--- config.mk ---
export PLATFORM = sky130hd
export DESIGN_NAME = iw_window
export DESIGN_NICKNAME = d
export VERILOG_FILES = /design/src/rtl/iw_pkg.sv /design/src/rtl/iw_lowest_pick.sv /design/src/rtl/iw_slot.sv /design/src/rtl/iw_window.sv
export SDC_FILE = /design/constraint.sdc
export NUM_CORES = 1
export LEC_CHECK = 0
export ABC_CLOCK_PERIOD_IN_PS = 6760
export BUFFER_PORTS_ARGS = -buffer_cell sky130_fd_sc_hd__buf_2
export CORE_ASPECT_RATIO = 1.5
export CORE_MARGIN = 2
export CORE_UTILIZATION = 45
export CTS_BUF_LIST = sky130_fd_sc_hd__clkbuf_16
export DETAILED_ROUTE_END_ITERATION = 16
export PLACE_DENSITY = 0.63
export SETUP_SLACK_MARGIN = 0.5
export SYNTH_ARGS = -nofsm -noshare
export SYNTH_HDL_FRONTEND = slang
export SYNTH_HIERARCHICAL = 1
export SYNTH_SLANG_ARGS = --single-unit
--- constraint.sdc ---
create_clock -name clk -period 6.76 [get_ports clk]
set_input_delay 0.338 -clock clk [delete_from_list [all_inputs] [get_ports clk]]
set_output_delay 0.338 -clock clk [all_outputs]
set_load 0.005 [all_outputs]
--- src/rtl/iw_pkg.sv ---
package iw_pkg;

  typedef enum logic [1:0] {
    ST_FREE = 2'd0,
    ST_READ = 2'd1,
    ST_EXEC = 2'd2,
    ST_WB   = 2'd3
  } iw_state_e;

  // Lifecycle step: each advance adds one, WRITE-BACK wraps to FREE.
  function automatic iw_state_e st_next(input iw_state_e s);
    logic [1:0] raw;
    raw = s + 2'd1;
    return iw_state_e'(raw);
  endfunction

  // A broadcast tag hits a waiting source.
  function automatic logic tag_hit(input logic en, input logic [7:0] a,
                                   input logic [7:0] b);
    return en && (a == b);
  endfunction

endpackage

--- src/rtl/iw_lowest_pick.sv ---
module iw_lowest_pick #(
  parameter int N     = 12,
  parameter int IDX_W = $clog2(N)
) (
  input  logic [N-1:0]     req,
  output logic             found,
  output logic [IDX_W-1:0] idx
);
  always_comb begin
    found = |req;
    idx   = '0;
    for (int i = N - 1; i >= 0; i--) begin
      if (req[i]) idx = IDX_W'(i);
    end
  end
endmodule

--- src/rtl/iw_slot.sv ---
module iw_slot
  import iw_pkg::*;
#(
  parameter int OP_W  = 4,
  parameter int TAG_W = 4,
  parameter int AGE_W = 6
) (
  input  logic             clk,
  input  logic             rst_n,
  input  logic             load,
  input  logic [OP_W-1:0]  ld_op,
  input  logic [TAG_W-1:0] ld_dst,
  input  logic [TAG_W-1:0] ld_src1,
  input  logic             ld_ok1,
  input  logic [TAG_W-1:0] ld_src2,
  input  logic             ld_ok2,
  input  logic             wake_valid,
  input  logic [TAG_W-1:0] wake_tag,
  input  logic             issue_hit,
  input  logic             wbent_hit,
  input  logic             retire_hit,
  input  logic             drain_hit,
  input  logic             flush_valid,
  input  logic [AGE_W-1:0] flush_age,
  output iw_state_e        state_o,
  output logic             nop_o,
  output logic             ready_o,
  output logic [AGE_W-1:0] age_o,
  output logic [OP_W-1:0]  op_o,
  output logic [TAG_W-1:0] dst_o,
  output logic [TAG_W-1:0] src1_o,
  output logic             ok1_o,
  output logic [TAG_W-1:0] src2_o,
  output logic             ok2_o
);
  localparam logic [AGE_W-1:0] AGE_MAX = '1;

  iw_state_e        state_q;
  logic             nop_q;
  logic [AGE_W-1:0] age_q;
  logic [OP_W-1:0]  op_q;
  logic [TAG_W-1:0] dst_q, src1_q, src2_q;
  logic             ok1_q, ok2_q;

  // Named internal events
  logic             flush_hit;
  logic             wake1, wake2;
  logic             ld_wake1, ld_wake2;
  logic [AGE_W-1:0] age_bump;

  assign flush_hit = flush_valid && (state_q != ST_FREE) && (age_q < flush_age);
  assign wake1     = tag_hit(wake_valid, 8'(src1_q), 8'(wake_tag));
  assign wake2     = tag_hit(wake_valid, 8'(src2_q), 8'(wake_tag));
  assign ld_wake1  = tag_hit(wake_valid, 8'(ld_src1), 8'(wake_tag));
  assign ld_wake2  = tag_hit(wake_valid, 8'(ld_src2), 8'(wake_tag));
  assign age_bump  = (age_q == AGE_MAX) ? age_q : age_q + 1'b1;

  always_ff @(posedge clk or negedge rst_n) begin
    if (!rst_n) begin
      state_q <= ST_FREE;
      nop_q   <= 1'b0;
      age_q   <= '0;
      op_q    <= '0;
      dst_q   <= '0;
      src1_q  <= '0;
      src2_q  <= '0;
      ok1_q   <= 1'b0;
      ok2_q   <= 1'b0;
    end else begin
      case (state_q)
        ST_FREE: begin
          if (load) begin
            state_q <= ST_READ;
            nop_q   <= 1'b0;
            age_q   <= '0;
            op_q    <= ld_op;
            dst_q   <= ld_dst;
            src1_q  <= ld_src1;
            src2_q  <= ld_src2;
            ok1_q   <= ld_ok1 | ld_wake1;
            ok2_q   <= ld_ok2 | ld_wake2;
          end
        end
        ST_READ: begin
          if (drain_hit) begin
            state_q <= ST_FREE;
            nop_q   <= 1'b0;
            age_q   <= '0;
          end else begin
            if (issue_hit && ready_o) state_q <= ST_EXEC;
            if (wake1) ok1_q <= 1'b1;
            if (wake2) ok2_q <= 1'b1;
            if (flush_hit) nop_q <= 1'b1;
            age_q <= age_bump;
          end
        end
        ST_EXEC: begin
          if (wbent_hit) state_q <= ST_WB;
          if (flush_hit) nop_q <= 1'b1;
          age_q <= age_bump;
        end
        default: begin
          if (retire_hit) begin
            state_q <= ST_FREE;
            nop_q   <= 1'b0;
            age_q   <= '0;
          end else begin
            if (flush_hit) nop_q <= 1'b1;
            age_q <= age_bump;
          end
        end
      endcase
    end
  end

  assign state_o = state_q;
  assign nop_o   = nop_q;
  assign ready_o = (state_q == ST_READ) && !nop_q && ok1_q && ok2_q;
  assign age_o   = age_q;
  assign op_o    = op_q;
  assign dst_o   = dst_q;
  assign src1_o  = src1_q;
  assign ok1_o   = ok1_q;
  assign src2_o  = src2_q;
  assign ok2_o   = ok2_q;

  // a slot moves one step forward, or drops from READ straight to FREE
  a_r4_state_step: assert property (@(posedge clk) disable iff (!rst_n)
    (state_q != $past(state_q)) |->
      ((state_q == st_next($past(state_q))) ||
       ($past(state_q) == ST_READ && state_q == ST_FREE)));

  // an occupied slot ages by one per clock, holding at the top value
  a_r8_age_step: assert property (@(posedge clk) disable iff (!rst_n)
    ($past(state_q) != ST_FREE && state_q != ST_FREE) |->
      (($past(age_q) == AGE_MAX) ? (age_q == AGE_MAX)
                                 : (age_q == $past(age_q) + 1'b1)));

  // a NOP mark is kept until the slot is freed
  a_r9_nop_sticky: assert property (@(posedge clk) disable iff (!rst_n)
    ($past(nop_q) && $past(state_q) != ST_FREE && state_q != ST_FREE) |-> nop_q);

endmodule

--- src/rtl/iw_window.sv ---
module iw_window
  import iw_pkg::*;
#(
  parameter int N_SLOTS = 12,
  parameter int OP_W    = 4,
  parameter int TAG_W   = 4,
  parameter int AGE_W   = 6,
  localparam int IDX_W  = $clog2(N_SLOTS)
) (
  input  logic                 clk,
  input  logic                 rst_n,
  input  logic                 disp_valid,
  input  logic [OP_W-1:0]      disp_op,
  input  logic [TAG_W-1:0]     disp_dst,
  input  logic [TAG_W-1:0]     disp_src1,
  input  logic                 disp_src1_ok,
  input  logic [TAG_W-1:0]     disp_src2,
  input  logic                 disp_src2_ok,
  output logic                 disp_stall,
  output logic [IDX_W-1:0]     disp_slot,
  input  logic                 issue_valid,
  input  logic [IDX_W-1:0]     issue_slot,
  input  logic                 wb_enter_valid,
  input  logic [IDX_W-1:0]     wb_enter_slot,
  input  logic                 retire_valid,
  input  logic [IDX_W-1:0]     retire_slot,
  output logic                 res_valid,
  output logic [TAG_W-1:0]     res_tag,
  input  logic                 flush_valid,
  input  logic [IDX_W-1:0]     flush_slot,
  output logic                 drain_valid,
  output logic [TAG_W-1:0]     drain_src1,
  output logic [TAG_W-1:0]     drain_src2,
  output logic [N_SLOTS-1:0]   ready_mask,
  output logic [N_SLOTS-1:0]   nop_mask,
  output logic [2*N_SLOTS-1:0] state_flat,
  input  logic [IDX_W-1:0]     rd_slot,
  output logic [OP_W-1:0]      rd_op,
  output logic [TAG_W-1:0]     rd_dst,
  output logic [TAG_W-1:0]     rd_src1,
  output logic                 rd_src1_ok,
  output logic [TAG_W-1:0]     rd_src2,
  output logic                 rd_src2_ok,
  output logic [AGE_W-1:0]     rd_age
);
  iw_state_e        st_a   [N_SLOTS];
  logic [AGE_W-1:0] age_a  [N_SLOTS];
  logic [OP_W-1:0]  op_a   [N_SLOTS];
  logic [TAG_W-1:0] dst_a  [N_SLOTS];
  logic [TAG_W-1:0] s1_a   [N_SLOTS];
  logic [TAG_W-1:0] s2_a   [N_SLOTS];
  logic             ok1_a  [N_SLOTS];
  logic             ok2_a  [N_SLOTS];
  logic [N_SLOTS-1:0] free_req, drain_req, nop_v, ready_v;

  // Named internal events
  logic             free_found;
  logic             disp_fire;
  logic             drain_found;
  logic [IDX_W-1:0] drain_idx;
  logic             retire_in, flush_in, rd_in;
  logic             flush_en;
  logic [AGE_W-1:0] flush_age;

  assign retire_in = int'(retire_slot) < N_SLOTS;
  assign flush_in  = int'(flush_slot) < N_SLOTS;
  assign rd_in     = int'(rd_slot) < N_SLOTS;

  iw_lowest_pick #(.N(N_SLOTS), .IDX_W(IDX_W)) u_free_pick (
    .req(free_req), .found(free_found), .idx(disp_slot));

  iw_lowest_pick #(.N(N_SLOTS), .IDX_W(IDX_W)) u_drain_pick (
    .req(drain_req), .found(drain_found), .idx(drain_idx));

  assign disp_stall = !free_found;
  assign disp_fire  = disp_valid && free_found;

  assign res_valid = retire_valid && retire_in &&
                     (st_a[retire_in ? retire_slot : '0] == ST_WB) &&
                     !nop_v[retire_in ? retire_slot : '0];
  assign res_tag   = dst_a[retire_in ? retire_slot : '0];

  assign flush_en  = flush_valid && flush_in &&
                     (st_a[flush_in ? flush_slot : '0] != ST_FREE);
  assign flush_age = age_a[flush_in ? flush_slot : '0];

  assign drain_valid = drain_found;
  assign drain_src1  = s1_a[drain_idx];
  assign drain_src2  = s2_a[drain_idx];

  for (genvar i = 0; i < N_SLOTS; i++) begin : g_slot
    iw_state_e st_w;
    logic      nop_w, rdy_w, ok1_w, ok2_w;

    iw_slot #(.OP_W(OP_W), .TAG_W(TAG_W), .AGE_W(AGE_W)) u_slot (
      .clk        (clk),
      .rst_n      (rst_n),
      .load       (disp_fire && disp_slot == IDX_W'(i)),
      .ld_op      (disp_op),
      .ld_dst     (disp_dst),
      .ld_src1    (disp_src1),
      .ld_ok1     (disp_src1_ok),
      .ld_src2    (disp_src2),
      .ld_ok2     (disp_src2_ok),
      .wake_valid (res_valid),
      .wake_tag   (res_tag),
      .issue_hit  (issue_valid && issue_slot == IDX_W'(i)),
      .wbent_hit  (wb_enter_valid && wb_enter_slot == IDX_W'(i)),
      .retire_hit (retire_valid && retire_slot == IDX_W'(i)),
      .drain_hit  (drain_found && drain_idx == IDX_W'(i)),
      .flush_valid(flush_en),
      .flush_age  (flush_age),
      .state_o    (st_w),
      .nop_o      (nop_w),
      .ready_o    (rdy_w),
      .age_o      (age_a[i]),
      .op_o       (op_a[i]),
      .dst_o      (dst_a[i]),
      .src1_o     (s1_a[i]),
      .ok1_o      (ok1_w),
      .src2_o     (s2_a[i]),
      .ok2_o      (ok2_w)
    );

    assign st_a[i]       = st_w;
    assign ok1_a[i]      = ok1_w;
    assign ok2_a[i]      = ok2_w;
    assign nop_v[i]      = nop_w;
    assign ready_v[i]    = rdy_w;
    assign free_req[i]   = (st_w == ST_FREE);
    assign drain_req[i]  = (st_w == ST_READ) && nop_w;
    assign state_flat[2*i +: 2] = st_w;
  end

  assign ready_mask = ready_v;
  assign nop_mask   = nop_v;

  assign rd_op      = rd_in ? op_a[rd_slot]  : '0;
  assign rd_dst     = rd_in ? dst_a[rd_slot] : '0;
  assign rd_src1    = rd_in ? s1_a[rd_slot]  : '0;
  assign rd_src1_ok = rd_in ? ok1_a[rd_slot] : 1'b0;
  assign rd_src2    = rd_in ? s2_a[rd_slot]  : '0;
  assign rd_src2_ok = rd_in ? ok2_a[rd_slot] : 1'b0;
  assign rd_age     = rd_in ? age_a[rd_slot] : '0;

  // an accepted dispatch lands in READ in the slot that was offered
  a_r2_alloc_lands: assert property (@(posedge clk) disable iff (!rst_n)
    disp_fire |=> (st_a[$past(disp_slot)] == ST_READ));

  // the drained slot is free one clock later
  a_r10_drain_frees: assert property (@(posedge clk) disable iff (!rst_n)
    drain_found |=> (st_a[$past(drain_idx)] == ST_FREE));

  // a broadcast comes only from a retire request
  a_r7_result_source: assert property (@(posedge clk) disable iff (!rst_n)
    res_valid |-> retire_valid);

endmodule

==> impl_summary.md <==
Status
The flow ran to the end, and the final reports show no timing, DRC or antenna violations.

Timing
The clock period minus worst slack is 4.28 ns. The final clock period utilization by the worst path is roughly 63%. The relative max-transition margin is a little under a fifth. Summed over all failing endpoints, the final setup total negative slack is 0 ns. Static timing analysis puts the maximum clock frequency at 234 MHz.

The number of max-slew violations in the final report came to 0. Setup repair after global routing left no endpoint under its margin. The total count of hold-check failures in the final report is 0.

Setup violations remaining at the end of the flow were counted as 0. The actual slew at the worst max-slew pin is 1.21 ns. The final clock skew is between 0.02 and 0.025 ns.

GRT
The number of antenna violations at the first check in global routing is 6. The via count of the first global-routing pass is 19600. The maximum number of pins on one net before global-route repair is 136. The all-layer global routing usage is roughly 30%. Summed over all layers, the global routing overflow is 0. The first global-routing pass estimated between 100000 and 150000 um of wire.

Power
Power spread over the standard cell area amounts to approximately 450 nW/um^2. The worst-case IR drop observed on VDD is 0.000418 V. For this design the static power due to leakage is between 10 and 15 nW.

Clocking
The maximum level of the CTS H-tree is 2. Clock tree synthesis found a total of 324 sinks. In this run the deepest clock path goes through 3 buffers. CTS placed an instance of clkbuf_16 at the clock tree root. The insertion delay of the later-clocked pin in the worst-skew pair is 0.58 ns.

The post-CTS setup-driven buffer insertion count is 0. The CTS tree is done. The count of instances resized after the clock tree is built is 0.

The number of clock buffers added by TritonCTS is 38. The clock slew at the register clock pins of the worst setup and hold paths is roughly 0.060 ns. After clock tree synthesis, the flow added hold-fix buffers numbering 1.

Floorplanning
The die area is 56400 sq um. The height of the chip is 290 um. 136 I/O pins were placed.

The initial utilization of the core area, before any placement, comes to 45.6%. The die is 195 um wide. The core footprint is 53700 sq um.

The standard-cell row count is 104.

Critical path
On the worst path, the slowest cell contributes a delay of roughly 0.59 ns. The cell repeated most along the worst path is o21ai_1. For the worst setup path, the data required time is 6.42 ns.

The cell at the slowest stage of the critical path is mux4_2. The data arrival time at the worst-slack endpoint is 3.94 ns. The kind of end point of the critical path is an output pin. STA classifies the critical path startpoint as a flop. The kind of critical path is flop to output pin. The critical path goes through and3b_1 > nor3_1 > o21ai_1 > o21ai_1 > o31a_2 > buf_4 > mux4_2 > mux2i_1 > o22ai_1 > buf_2. Along the worst path, the maximum fanout reaches 30.

Drt
Once detail routing completed, the nets flagged for antenna violations numbered 0. Using the TritonRoute via totals, the vias-per-cell ratio works out to roughly 6.4. The detailed router's first-iteration violation count is 1523. The post-route DRC violation count is 0. The via count of the routed design is 19500. For this block, the routed nets add up to 86000 um of wire. The average routed wire per standard cell is 28.0 um. Before antenna repair, the detailed router went through 8 iterations.

Layout
For this run, the post-layout net count is approximately 2500. Relative to the synthesized area, the layout overhead comes to 9.12%. For this run, the share of the core covered by cells in the final layout is 49.8%. The repair_antennas step left the layout with diodes totalling 0.

The fraction of final layout cells sized beyond drive strength 1 is 26.1%. The final design area excluding fillers is 26800 sq um.

Yosys
In the synthesized netlist the dominant register cell turns out to be dfrtp_1. The mapped cell area is 24500 sq um. Counting instances in the post-synthesis netlist gives the leading cell types as dfrtp_1 (324), mux2_4 (192), xor2_1 (192).

Of all flip-flops after synthesis, the portion carrying an async set or reset was 100%. The largest total area in the synthesized netlist belongs to dfrtp_1. The top cell type's share of synthesized area is 33.0%.

After technology mapping, the gate count stands at 2270. The share of the yosys chip area belonging to registers is 33.0%. The distinct cell type count after synthesis is 70. The dominant cell by count in the synthesized netlist is dfrtp_1. After synthesis, the cell types taking the most area are dfrtp_1 (33%), mux2_4 (12%), mux4_2 (9.3%). In this run, synthesis produced a sequential element count of between 300 and 400. Yosys printed 6 warnings.

The synthesized net count is about 2400. The average cell area after synthesis is about 11 sq um. Yosys mapped a number of flops with a built-in enable equal to 0.

Place
The half-perimeter wire length of the detailed placement result is 61200 um. The congestion estimate from routability-driven global placement came to between 0.9 and 1. The instance area after placement is 25500 sq um. The count of buffers from port buffering is 135.

Run
The max-cap violation count is 0.

Min path
The worst min-delay path category is input port to flop.
-- per-layer routing --
layer	vias up	GRT usage (%)	part of all wire, %
met3	260	5.07	6.1
met1	9861	35.6	37
met5	-	0	0.042
li1	8563	-	-
met4	6	19.6	7.4
met2	825	51.6	49
-- where the power goes --
group          internal [mW]  switching, mW  total, mW
clock                   1.19          0.911       2.10
sequential              2.69           1.15       3.84
combinational           2.87           3.22       6.09
-- critical path: cells and delay by family, from the launching register on --
kind            cells  cell delay, ns
compound gates      4            0.64
simple gates        2            0.56
flops               1            0.53
buf+inv             2            0.68
mux                 2            0.93
-- metrics by stage --
stage / instances / worst slack (ns) / power (mW) / hold WS, ns
5_1_grt: 3072 / 2.39 / 12.7 / 0.196
4_1_cts: 3072 / 2.55 / 12.0 / 0.168
6_report: 3072 / 2.48 / 12.0 / 0.184
3_3_place_gp: 3005 / 2.74 / 9.64 / 0.489
2_1_floorplan: 2270 / 1.64 / 7.82 / 0.0424
3_5_place_dp: 3005 / 2.77 / 9.82 / 0.489
-- placed cells by master (no fill, tap or decap), types with 10 or more instances in the layout --
| master | instances |
|---|---|
| clkbuf_16 | 38 |
| buf_2 | 133 |
| o21ai_0 | 57 |
| and2_4 | 12 |
| nand2_1 | 74 |
| o211ai_1 | 25 |
| and3b_1 | 12 |
| and3_1 | 13 |
| nor3_1 | 67 |
| nor2_1 | 151 |
| xor2_1 | 192 |
| a21oi_1 | 128 |
| nand2b_1 | 77 |
| a211oi_1 | 52 |
| o31ai_1 | 14 |
| a31oi_1 | 24 |
| mux2_4 | 192 |
| buf_4 | 14 |
| nor2b_1 | 10 |
| mux2i_1 | 69 |
| ha_1 | 72 |
| nand3_1 | 41 |
| o22ai_1 | 38 |
| dfrtp_1 | 324 |
| a21bo_2 | 13 |
| xnor2_1 | 24 |
| nor4_1 | 27 |
| nand4_1 | 12 |
| mux4_2 | 101 |
| inv_1 | 144 |
| nor2_2 | 13 |
| a41oi_1 | 36 |
| o21ai_2 | 24 |
| mux2_2 | 13 |
-- state kept, by name, summed over array words and instances (netlist names) --
name / flops
g_slot.u_slot/ok1_o: 12
g_slot.u_slot/dst_o: 48
g_slot.u_slot/src2_o: 48
g_slot.u_slot/ok2_o: 12
g_slot.u_slot/nop_o: 12
g_slot.u_slot/state_o: 24
g_slot.u_slot/age_o: 72
g_slot.u_slot/src1_o: 48
g_slot.u_slot/op_o: 48
-- final cells by class --
| class | count | area, sq um |
|---|---|---|
| flip-flops and latches | 324 | 8110 |
| multi-input cells | 1702 | 15200 |
| clock buffers | 38 | 951 |
| inverters | 140 | 526 |
| well taps | 689 | 862 |
| clock inverters | 28 | 279 |
| repair buffers | 151 | 836 |
| fillers | 4842 | 27000 |
-- kinds of logic (layout without fill, tap and decap cells) --
family	Yosys count	after routing	synth area share (%)
flip-flops	324	324	33.0
AND/OR/NAND/NOR	570	570	12.6
multiplexers	376	376	24.5
AO/OA/AOI/OAI	468	468	13.3
adder cells (fa/ha/maj)	72	72	3.67
XOR/XNOR	216	216	7.71
buffers and inverters	244	357	5.23
-- path summary, 6_finish.rpt --
path                                                    startpoint                                endpoint  slack, ns  cells past startpoint
min in group asynchronous                                    rst_n   g_slot[1].u_slot/age_o[2]$_DFFE_PN0P_       0.47                      2
max in group asynchronous                                    rst_n  g_slot[0].u_slot/src2_o[1]$_DFFE_PN0P_       4.72                      3
hold reg to reg               g_slot[4].u_slot/op_o[0]$_DFFE_PN0P_    g_slot[4].u_slot/op_o[0]$_DFFE_PN0P_       0.50                      1
setup / recovery           g_slot[6].u_slot/state_o[1]$_DFFE_PN0P_                           drain_src1[1]       2.48                     10
hold / removal                                          disp_op[3]    g_slot[4].u_slot/op_o[3]$_DFFE_PN0P_       0.18                      2
setup reg to reg           g_slot[3].u_slot/state_o[0]$_DFFE_PN0P_   g_slot[6].u_slot/age_o[1]$_DFFE_PN0P_       2.66                      8
Note: power is estimated with default switching activity, not from simulation.
